===== config.mk =====
export PLATFORM = sky130hd
export DESIGN_NAME = bus_join_ctrl
export DESIGN_NICKNAME = d
export VERILOG_FILES = /design/src/rtl/bus_join_pkg.sv /design/src/rtl/bj_sync.sv /design/src/rtl/bj_boundary_det.sv /design/src/rtl/bj_edge_reg.sv /design/src/rtl/bj_join_fsm.sv /design/src/rtl/bus_join_ctrl.sv
export SDC_FILE = /design/constraint.sdc
export NUM_CORES = 1
export LEC_CHECK = 0
export ABC_AREA = 0
export BUFFER_PORTS_ARGS = -buffer_cell sky130_fd_sc_hd__buf_2
export CAP_MARGIN = 15
export CORE_MARGIN = 2
export CORE_UTILIZATION = 58
export CTS_BUF_LIST = sky130_fd_sc_hd__clkbuf_8
export DETAILED_ROUTE_END_ITERATION = 8
export PLACE_DENSITY = 0.78
export SYNTH_ARGS = -nofsm -noshare
export SYNTH_HDL_FRONTEND = slang
export SYNTH_SLANG_ARGS = --single-unit

===== constraint.sdc =====
create_clock -name clk -period 2.2 [get_ports clk]
set_input_delay 0.22 -clock clk [delete_from_list [all_inputs] [get_ports clk]]
set_output_delay 0.22 -clock clk [all_outputs]
set_load 0.02 [all_outputs]

===== src/rtl/bus_join_pkg.sv =====
// Shared types for the bus connection controller.
package bus_join_pkg;
    // Connection controller states
    typedef enum logic [1:0] {
        ST_LOCKOUT = 2'd0,
        ST_WAIT    = 2'd1,
        ST_JOINED  = 2'd2
    } join_state_t;
endpackage


===== src/rtl/bj_sync.sv =====
// Multi-bit synchronizer: each bit passes through STAGES flops.
// Assumes the inputs are quasi-static single-bit levels; no bus coherency.
module bj_sync #(
    parameter int WIDTH  = 5,
    parameter int STAGES = 2
) (
    input  logic             clk,
    input  logic             rst_n,
    input  logic [WIDTH-1:0] async_i,
    output logic [WIDTH-1:0] sync_o
);
    logic [WIDTH-1:0] chain [STAGES];

    // Shift the asynchronous levels through the flop chain
    always_ff @(posedge clk) begin
        if (!rst_n) begin
            for (int s = 0; s < STAGES; s++) chain[s] <= '0;
        end else begin
            chain[0] <= async_i;
            for (int s = 1; s < STAGES; s++) chain[s] <= chain[s-1];
        end
    end

    assign sync_o = chain[STAGES-1];
endmodule


===== src/rtl/bj_boundary_det.sv =====
// Transaction boundary detector on the synchronized backplane lines.
// Flags a STOP (data rising while clock high) or an idle period of
// IDLE_CYCLES clocks with both lines high. Only active while armed.
module bj_boundary_det #(
    parameter int IDLE_CYCLES = 4750
) (
    input  logic clk,
    input  logic rst_n,
    input  logic arm_i,
    input  logic sda_i,
    input  logic scl_i,
    output logic boundary_o
);
    localparam int CW = $clog2(IDLE_CYCLES + 1);
    localparam logic [CW-1:0] IDLE_MAX = CW'(IDLE_CYCLES);

    logic          sda_prev;
    logic [CW-1:0] idle_cnt;
    logic          stop_seen;
    logic          idle_done;

    // Remember previous data level for edge detection
    always_ff @(posedge clk) begin
        if (!rst_n) sda_prev <= 1'b1;
        else        sda_prev <= sda_i;
    end

    // Idle counter: restarts on any low or when disarmed, saturates at limit
    always_ff @(posedge clk) begin
        if (!rst_n)                          idle_cnt <= '0;
        else if (!arm_i || !sda_i || !scl_i) idle_cnt <= '0;
        else if (idle_cnt != IDLE_MAX)       idle_cnt <= idle_cnt + 1'b1;
    end

    assign stop_seen  = arm_i && sda_i && !sda_prev && scl_i;
    assign idle_done  = (idle_cnt == IDLE_MAX);
    assign boundary_o = stop_seen || idle_done;
endmodule


===== src/rtl/bj_edge_reg.sv =====
// Registered rising-edge detector; output is a one-clock pulse.
module bj_edge_reg (
    input  logic clk,
    input  logic rst_n,
    input  logic level_i,
    output logic rise_o
);
    logic level_prev;

    // Track the level and register the rising-edge pulse
    always_ff @(posedge clk) begin
        if (!rst_n) begin
            level_prev <= 1'b0;
            rise_o     <= 1'b0;
        end else begin
            level_prev <= level_i;
            rise_o     <= level_i && !level_prev;
        end
    end
endmodule


===== src/rtl/bj_join_fsm.sv =====
// Connection decision state machine. Priority: lockout, fault, enable low,
// forced join after a recorded fault, then boundary-plus-card-high join.
module bj_join_fsm
    import bus_join_pkg::*;
(
    input  logic clk,
    input  logic rst_n,
    input  logic uvlo_ok_i,
    input  logic fault_i,
    input  logic en_i,
    input  logic en_rise_i,
    input  logic boundary_i,
    input  logic card_ok_i,
    output logic force_o,
    output logic joined_o
);
    join_state_t state;
    logic        flt_seen;

    assign force_o = en_rise_i && flt_seen;

    // State and fault-record update
    always_ff @(posedge clk) begin
        if (!rst_n) begin
            state    <= ST_LOCKOUT;
            flt_seen <= 1'b0;
        end else if (!uvlo_ok_i) begin
            state <= ST_LOCKOUT;
        end else if (fault_i) begin
            state    <= ST_WAIT;
            flt_seen <= 1'b1;
        end else if (!en_i) begin
            state <= ST_WAIT;
        end else if (force_o) begin
            state    <= ST_JOINED;
            flt_seen <= 1'b0;
        end else begin
            case (state)
                ST_LOCKOUT: state <= ST_WAIT;
                ST_WAIT: begin
                    if (boundary_i && card_ok_i) begin
                        state    <= ST_JOINED;
                        flt_seen <= 1'b0;
                    end
                end
                default: state <= ST_JOINED;
            endcase
        end
    end

    assign joined_o = (state == ST_JOINED);
endmodule


===== src/rtl/bus_join_ctrl.sv =====
// Top of the two-wire bus connection controller. Synchronizes bus lines
// and enable, detects backplane boundaries, and decides the switch state.
module bus_join_ctrl #(
    parameter int IDLE_CYCLES = 4750,
    parameter int SYNC_STAGES = 2
) (
    input  logic clk,
    input  logic rst_n,
    input  logic bp_sda_i,
    input  logic bp_scl_i,
    input  logic card_sda_i,
    input  logic card_scl_i,
    input  logic enable_i,
    input  logic uvlo_ok_i,
    input  logic stuck_fault_i,
    output logic connect_o,
    output logic ready_o
);
    localparam int NSYNC = 5;

    logic [NSYNC-1:0] raw_in;
    logic [NSYNC-1:0] syn;
    logic bp_sda_s, bp_scl_s, card_sda_s, card_scl_s, en_s;
    logic card_ok, boundary, en_rise, force_join, joined;

    assign raw_in = {enable_i, card_scl_i, card_sda_i, bp_scl_i, bp_sda_i};
    assign {en_s, card_scl_s, card_sda_s, bp_scl_s, bp_sda_s} = syn;
    assign card_ok = card_sda_s && card_scl_s;

    bj_sync #(.WIDTH(NSYNC), .STAGES(SYNC_STAGES)) u_sync (
        .clk(clk), .rst_n(rst_n), .async_i(raw_in), .sync_o(syn)
    );

    bj_boundary_det #(.IDLE_CYCLES(IDLE_CYCLES)) u_det (
        .clk(clk), .rst_n(rst_n), .arm_i(uvlo_ok_i && en_s),
        .sda_i(bp_sda_s), .scl_i(bp_scl_s), .boundary_o(boundary)
    );

    bj_edge_reg u_en_edge (
        .clk(clk), .rst_n(rst_n), .level_i(en_s), .rise_o(en_rise)
    );

    bj_join_fsm u_fsm (
        .clk(clk), .rst_n(rst_n), .uvlo_ok_i(uvlo_ok_i),
        .fault_i(stuck_fault_i), .en_i(en_s), .en_rise_i(en_rise),
        .boundary_i(boundary), .card_ok_i(card_ok),
        .force_o(force_join), .joined_o(joined)
    );

    assign connect_o = joined;
    assign ready_o   = joined;
endmodule


==> results by group, run 1 <==
Clocking
  – TritonCTS buffer count: 5
  – Resized cells post-CTS: 0
  – Clock transition at path regs: ~0.070 ns
  – Post-CTS Setup Inserts: 0
  – # hold bufs at CTS: 0
  – Clk_lat worst skew: approximately 0.28 ns
  – Htree depth: 2
  – CTS tree: done
  – CTS sink count: 29
  – Clock Tree Buf Depth: 2
  – Root Buffer: clkbuf_8

Timing
  – Slew Viols, Final: 0
  – Tcrit/Tclk final: 76.6%
  – Clock skew: just under 0.007 ns
  – Slew headroom: 75.3%
  – Setup_tns: 0 ns
  – Hold Vio Cnt, Final: 0
  – Final worst slack: 0.515 ns
  – Max Clk Rate: 593 MHz
  – Unrepaired setup endpoints after global routing: false
  – Final critical-path required period: 1.69 ns
  – Finish-stage setup viols: 0
  – Slew @ Worst Pin: 0.370 ns
  – Fin Hold WS: 0.140 ns

Synth
  – Synthesized instance count: 123
  – Mapped Area: 1160 um2
  – Ys async rst share: 0%
  – Synth top area cells: dfxtp_1 50%, and2_1 6.5%, nand2_1 3.9%, xor2_1 3.8%, nor2_1 3.6%
  – Ys Warns: 0
  – Ys flop type: dfxtp_1
  – Cell accounting for the most synthesized area: dfxtp_1
  – Synth cell types: 33
  – Syn Nets: 134
  – Seq/Total Area, Yosys: 50.0%
  – EDFF count, synth: 0
  – FF+latch count, synth: 29
  – Avg Cell Area, Syn: 9.44 um2
  – Area fraction of the dominant cell type after synthesis: 50.0%

Critical path
  – R2R setup slack: a little over 0.5 ns
  – Worst reg2reg endpoint: u_fsm.state[0]$_SDFFE_PN0P_
  – Req. time, crit path: 2.37 ns
  – Critical Path Start: u_det.idle_cnt[10]$_SDFFE_PP0N_
  – RR Startpoint: u_det.idle_cnt[10]$_SDFFE_PP0N_
  – CP Launch Type: flop
  – Critical path class: reg -> reg
  – Worst Setup End Kind: flop
  – R2R cell count: 4
  – Worst Path Arrival: 1.86 ns
  – CP Capture Point: u_fsm.state[0]$_SDFFE_PN0P_
  – CP Max Fanout: 10

GRT
  – Pin count of the biggest net entering global routing: 17
  – GRT overflow: 0
  – First-pass GRT wire length: approximately 3500 um
  – Vias in the first global route: 847
  – Total track usage: around 20%
  – Initial antenna violation count: 0

Die
  – Die area: 2380 um2
  – Core ar.: 1920 um2
  – Die height: 48.7 um
  – Ports: 11
  – Initial Utilization: 60.4%
  – Die W: roughly 49 um
  – Core Rows: 16

Layout
  – N_diodes: 0
  – Final core occ: 69.6%
  – Nets: 148
  – Share of layout cells above drive strength 1: 17.4%
  – Area growth syn-to-layout: 15.2%

Power
  – Total power: around 1.1 mW
  – PwrDens: 836 nW/um2
  – Peak supply drop: ~740 uV
  – Leakage dissipation: 0.519 nW

Detailed routing
  – Vias per std cell: 5.34
  – WL final: 1980 um
  – Iteration-0 DRC Markers: 29
  – Routed wire per std cell: 12.0 um
  – Detailed-route via count: 881
  – Residual DRC: 0
  – Antenna-violating nets left: 0
  – Drt pass-1 iters: 4

Placement
  – IO buf count: 10
  – Routability cong.: 0.873
  – Post-place setup slack: 0.538 ns
  – Detailed placement HPWL: 1400 um

Hold path
  – Worst min-delay path category: in -> reg

Outcome
  – Outcome: completed

Flow run
  – Max_cap viols: 0
flip-flops by register name (all words and copies together) (netlist names):
signal	cells
u_det.sda_prev	1
u_en_edge.level_prev	1
u_fsm.state	2
u_det.idle_cnt	13
u_fsm.flt_seen	1
u_en_edge.rise_o	1
u_sync.chain	10
critical path, stage by stage, from the launching register on:
cell	delay, ns
dfxtp_1	0.33
or4_4	0.55
nor3_4	0.38
o21bai_1	0.17
o2bb2ai_1	0.15
cells in the final DEF (no fill, tap or decap), drive strengths merged:
cell	n
and3	2
clkinvlp	1
or4bb	1
nand2b	1
o21ai	3
nand3b	1
nor2b	3
xor2	5
or4	4
nand2	12
o211ai	3
clkinv	1
bufinv	1
nor2	11
inv	2
or3	2
and4	2
nand3	6
ha	2
a21oi	5
buf	10
o21bai	1
a22oi	1
and2	12
nand4	4
or2	2
clkbuf	5
nor3	3
o2bb2ai	2
xnor2	1
dfxtp	29
area by class of cell:
type | count | area [um2]
fillers | 162 | 584
flip-flops and latches | 29 | 581
multi-input cells | 89 | 551
clock buffers | 5 | 68.8
repair buffers | 10 | 50.0
clock inverters | 3 | 46.3
well taps | 27 | 33.8
inverters | 2 | 7.51
logic make-up (layout without fill, tap and decap cells):
kind of cell	after synthesis	count (layout)	synth area share (%)
adders and majority gates	2	2	2.15
and+or+nand+nor	66	66	32.5
xor gates and xnor gates	6	6	4.53
DFF	29	29	50.0
AOI/OAI and AO/OA	15	15	8.19
buffers and inverters	5	20	2.59
per-stage QoR:
stage,instance area (um2),std cells
after floorplan,1160,123
after global placement,1220,157
after detailed placement,1220,157
after CTS,1340,165
after global routing,1340,165
final,1340,165
cell usage after synthesis (all sizes together), types with 2 or more instances:
library cell and count:
a21oi 5, and2 12, and3 2, and4 2, buf 2, dfxtp 29
ha 2, inv 2, nand2 12, nand3 6, nand4 4, nor2 11
nor2b 3, nor3 3, o211ai 3, o21ai 3, o2bb2ai 2, or2 2
or3 2, or4 4, xor2 5
power by group:
| group | switching (mW) | internal (mW) |
|---|---|---|
| combinational | 0.0122 | 0.0146 |
| clock | 0.209 | 0.338 |
| sequential | 0.00566 | 0.539 |
worst min-delay path by stage:
stage | depth (start not counted) | from | end | slack (ns)
final | 2 | card_sda_i | u_sync.chain[0][2]$_SDFF_PN0_ | 0.14
after global routing | 2 | enable_i | u_sync.chain[0][4]$_SDFF_PN0_ | 0.14
after CTS | 2 | card_sda_i | u_sync.chain[0][2]$_SDFF_PN0_ | 0.13
after detailed placement | 1 | u_en_edge.level_prev$_SDFF_PN0_ | u_en_edge.rise_o$_SDFF_PN0_ | 0.38
after global placement | 1 | u_en_edge.level_prev$_SDFF_PN0_ | u_en_edge.rise_o$_SDFF_PN0_ | 0.38
after floorplan | 1 | rst_n | u_det.sda_prev$_SDFF_PN1_ | 0.29
layer usage:
metal  track usage (%)  routed length (um)  vias to the layer above
met1              23.6                 924                      398
met2              30.1                 913                       23
met5                 0                   0                        -
met3              9.26                 106                        6
met4              8.57                  38                        0
li1                  -                   -                      454
No activity file was read; power rests on OpenSTA's default activity.
==> inputs of run 2 (changes only) <==
--- a/config.mk
+++ b/config.mk
@@ -5,14 +5,14 @@
 export SDC_FILE = /design/constraint.sdc
 export NUM_CORES = 1
 export LEC_CHECK = 0
-export ABC_AREA = 0
+export ABC_AREA = 1
 export BUFFER_PORTS_ARGS = -buffer_cell sky130_fd_sc_hd__buf_2
 export CAP_MARGIN = 15
 export CORE_MARGIN = 2
-export CORE_UTILIZATION = 58
+export CORE_UTILIZATION = 54
 export CTS_BUF_LIST = sky130_fd_sc_hd__clkbuf_8
 export DETAILED_ROUTE_END_ITERATION = 8
-export PLACE_DENSITY = 0.78
+export PLACE_DENSITY = 0.76
 export SYNTH_ARGS = -nofsm -noshare
 export SYNTH_HDL_FRONTEND = slang
 export SYNTH_SLANG_ARGS = --single-unit
==> constraint.sdc (replaced) <==
create_clock -name clk -period 1.5 [get_ports clk]
set_input_delay 0.15 -clock clk [delete_from_list [all_inputs] [get_ports clk]]
set_output_delay 0.15 -clock clk [all_outputs]
set_load 0.02 [all_outputs]
==> run 2 against run 1 <==
Compared with the run above: combinational power is 54% higher; sequential power is 46% higher; worst setup slack worse by 0.41 ns; critical path depth is 7 higher; die area is 10% higher; sequential share of layout area is 2.1 points lower; synthesized area is 3.3% higher; cell area is 6.7% higher; global-route usage is 1.8 points lower; wire length is 6.3% higher; highest routed layer unchanged.
==> results by group, run 2 <==
Outcome
  – Outcome: completed

Timing
  – Slew Viols, Final: 0
  – Slew @ Worst Pin: about 0.22 ns
  – Max Clk Rate: approximately 720 MHz
  – Clock skew: 0.00450 ns
  – Slew headroom: 85.0%
  – Final critical-path required period: 1.40 ns
  – Tcrit/Tclk final: 93.2%
  – Hold Vio Cnt, Final: 0
  – Finish-stage setup viols: 0

Synth
  – Ys Warns: 0
  – FF+latch count, synth: 29
  – Ys async rst share: 0%
  – Syn Nets: 174
  – Top-count cell post-synth: nand2_1
  – Area fraction of the dominant cell type after synthesis: 48.4%
  – Seq/Total Area, Yosys: 48.4%
  – Synth top area cells: dfxtp_1 48%, nand2_1 13%, inv_1 11%, a21oi_1 6.7%, nor2_1 3.8%
  – Ys flop type: dfxtp_1
  – Cell accounting for the most synthesized area: dfxtp_1
  – Top cells by count, synth: 41 x nand2_1, 34 x inv_1, 29 x dfxtp_1
  – Avg Cell Area, Syn: approximately 7.4 um2
  – Mapped Area: 1200 um2
  – Synthesized instance count: 163
  – Synth cell types: 21
  – EDFF count, synth: 0

Critical path
  – Stages on the worst setup path: 11
  – Worst Setup End Kind: flop
  – CP max-delay cell: dfxtp_4
  – Most frequent CP cell: nand2_1
  – Req. time, crit path: ~1.7 ns
  – CP Capture Point: u_fsm.flt_seen$_SDFFE_PN0P_
  – Delay-heaviest family, CP: simple AND/OR/NAND/NOR gates
  – Critical Path Start: u_det.idle_cnt[0]$_SDFFE_PP0N_
  – CP Max Fanout: 5
  – Crit path cell chain: inv_1 -> ha_1 -> nand2_1 -> nor2_1 -> nand3_2 -> nand2_1 -> nand3_1 -> nand2_1 -> nand2_1 -> nand2_1 -> a21oi_1
  – Worst Path Arrival: 1.57 ns
  – CP Launch Type: flop
  – R2R setup slack: 0.10 ns
  – Bufs and invs on worst path: 1
  – Critical path class: reg -> reg
  – RR Startpoint: u_det.idle_cnt[0]$_SDFFE_PP0N_
  – R2R cell count: 11
  – Worst reg2reg endpoint: u_fsm.flt_seen$_SDFFE_PN0P_
  – CP max stage delay: around 0.36 ns

Detailed routing
  – Antenna-violating nets left: 0
  – Vias per std cell: between 4 and 5
  – Drt pass-1 iters: 4
  – Routed wire per std cell: 9.93 um
  – Iteration-0 DRC Markers: 23
  – Residual DRC: 0
  – Detailed-route via count: 994
  – WL final: 2110 um

Clocking
  – Clock transition at path regs: roughly 0.060 ns
  – CTS tree: done
  – Clock Tree Buf Depth: 2
  – Htree depth: 2
  – CTS sink count: 29
  – # hold bufs at CTS: 0
  – Root Buffer: clkbuf_8
  – TritonCTS buffer count: 5
  – Clk_lat worst skew: 0.28 ns

GRT
  – First-pass GRT wire length: around 3400 um
  – Total track usage: between 10% and 20%
  – Initial antenna violation count: 0
  – Pin count of the biggest net entering global routing: 14
  – Vias in the first global route: 866
  – GRT overflow: 0

Flow run
  – Max_cap viols: 0

Die
  – Die area: approximately 2600 um2
  – Die height: 51.1 um
  – Initial Utilization: 55.9%
  – Die W: 51.1 um
  – Ports: 11
  – Core Rows: 17
  – Core ar.: between 2000 and 2500 um2

Layout
  – Nets: 194
  – N_diodes: 0
  – Commonest non-fill, non-tap cell in the layout: nand2_1
  – Max FFs per register: 13
  – Top Registers: u_det.idle_cnt x13, u_sync.chain x10, u_fsm.state x2
  – Share of layout cells above drive strength 1: between 20% and 30%
  – Area growth syn-to-layout: 19.0%
  – Most frequent cells in the layout: 41 x nand2_1, 34 x inv_1, 26 x dfxtp_1, 16 x a21oi_1, 11 x nor2_1
  – Reg with most FFs: u_det.idle_cnt
  – Post-Layout Cell Count: 212

Power
  – Peak supply drop: 941 uV
  – Leakage dissipation: 0.700 nW
  – PwrDens: slightly above 1000 nW/um2
  – Total power: roughly 1.4 mW

Hold path
  – Worst min-delay path category: in -> reg

Placement
  – IO buf count: 10
  – Routability cong.: 0.767
  – Detailed placement HPWL: 1500 um
  – Dpl cells: 201
## run 2: cell count changes after synthesis, sizes merged, moves of 3 or more
cell / delta
nor2b: -3
o21ai: +4
o211ai: -3
nand4: -3
nand2: +30
inv: +32
a21oi: +11
nor2: +3
and2: -12
or4: -4
xor2: -5
## run 2: what timing repair did
action	CTS	global route
buffers inserted	0	3
hold endpoints to repair	0	0
setup endpoints to repair	0	11
gates resized for setup	0	11
## run 2: metal layers
| metal | GRT usage [%] | share of wire, % | vias up | routed length, um |
|---|---|---|---|---|
| met5 | 0 | 0 | - | 0 |
| met4 | 9.91 | 1.6 | 0 | 34 |
| met3 | 7.89 | 3.9 | 4 | 83 |
| met2 | 29.2 | 51 | 17 | 1080 |
| met1 | 19.1 | 43 | 435 | 911 |
| li1 | - | - | 538 | - |
## run 2: where the power goes
part           leakage, nW  switching, mW  internal (mW)
sequential           0.239        0.00708          0.786
combinational        0.417         0.0221         0.0193
clock               0.0439          0.289          0.319
## run 2: worst min path at each step
stage	cells past startpoint	endpoint	startpoint	slack (ns)
2_1_floorplan	2	u_sync.chain[0][0]$_SDFF_PN0_	bp_sda_i	0.25
5_1_grt	3	u_sync.chain[0][1]$_SDFF_PN0_	bp_scl_i	0.05
4_1_cts	3	u_sync.chain[0][1]$_SDFF_PN0_	bp_scl_i	0.05
3_3_place_gp	3	u_sync.chain[0][3]$_SDFF_PN0_	card_scl_i	0.33
6_report	3	u_sync.chain[0][1]$_SDFF_PN0_	bp_scl_i	0.05
3_5_place_dp	3	u_sync.chain[0][1]$_SDFF_PN0_	bp_scl_i	0.34
## run 2: tightest hold or removal path: stages
cell and delay [ns]:
buf_2 0.07, nand2_1 0.04, inv_1 0.04
## run 2: through the flow
stage	hold WS [ns]	worst slack, ns	util, %	TNS, ns	area (um2)
after floorplan	0.248	0.205	-	0	1200
after global placement	0.329	0.0722	60.0	0	1290
after detailed placement	0.336	0.0233	60.0	0	1290
after CTS	0.0456	0.0227	64.0	0	1380
after global routing	0.0490	-0.00967	66.5	-0.0265	1430
final	0.0531	0.102	66.5	0	1430
## run 2: kinds of logic after synthesis
kind of cell	share of synthesized area, %
buffers and inverters	11.6
adder cells (fa/ha/maj)	2.09
AO/OA/AOI/OAI	10.2
AND/OR/NAND/NOR	27.7
flip-flops	48.4
## run 2: layout make-up
type,instances,area [um2]
Multi-Input combinational cell,98,502
Inverter,34,128
Fill cell,187,721
Timing Repair Buffer,15,87.6
Sequential cell,29,589
Tap cell,28,35.0
Clock buffer,5,68.8
Clock inverter,3,17.5
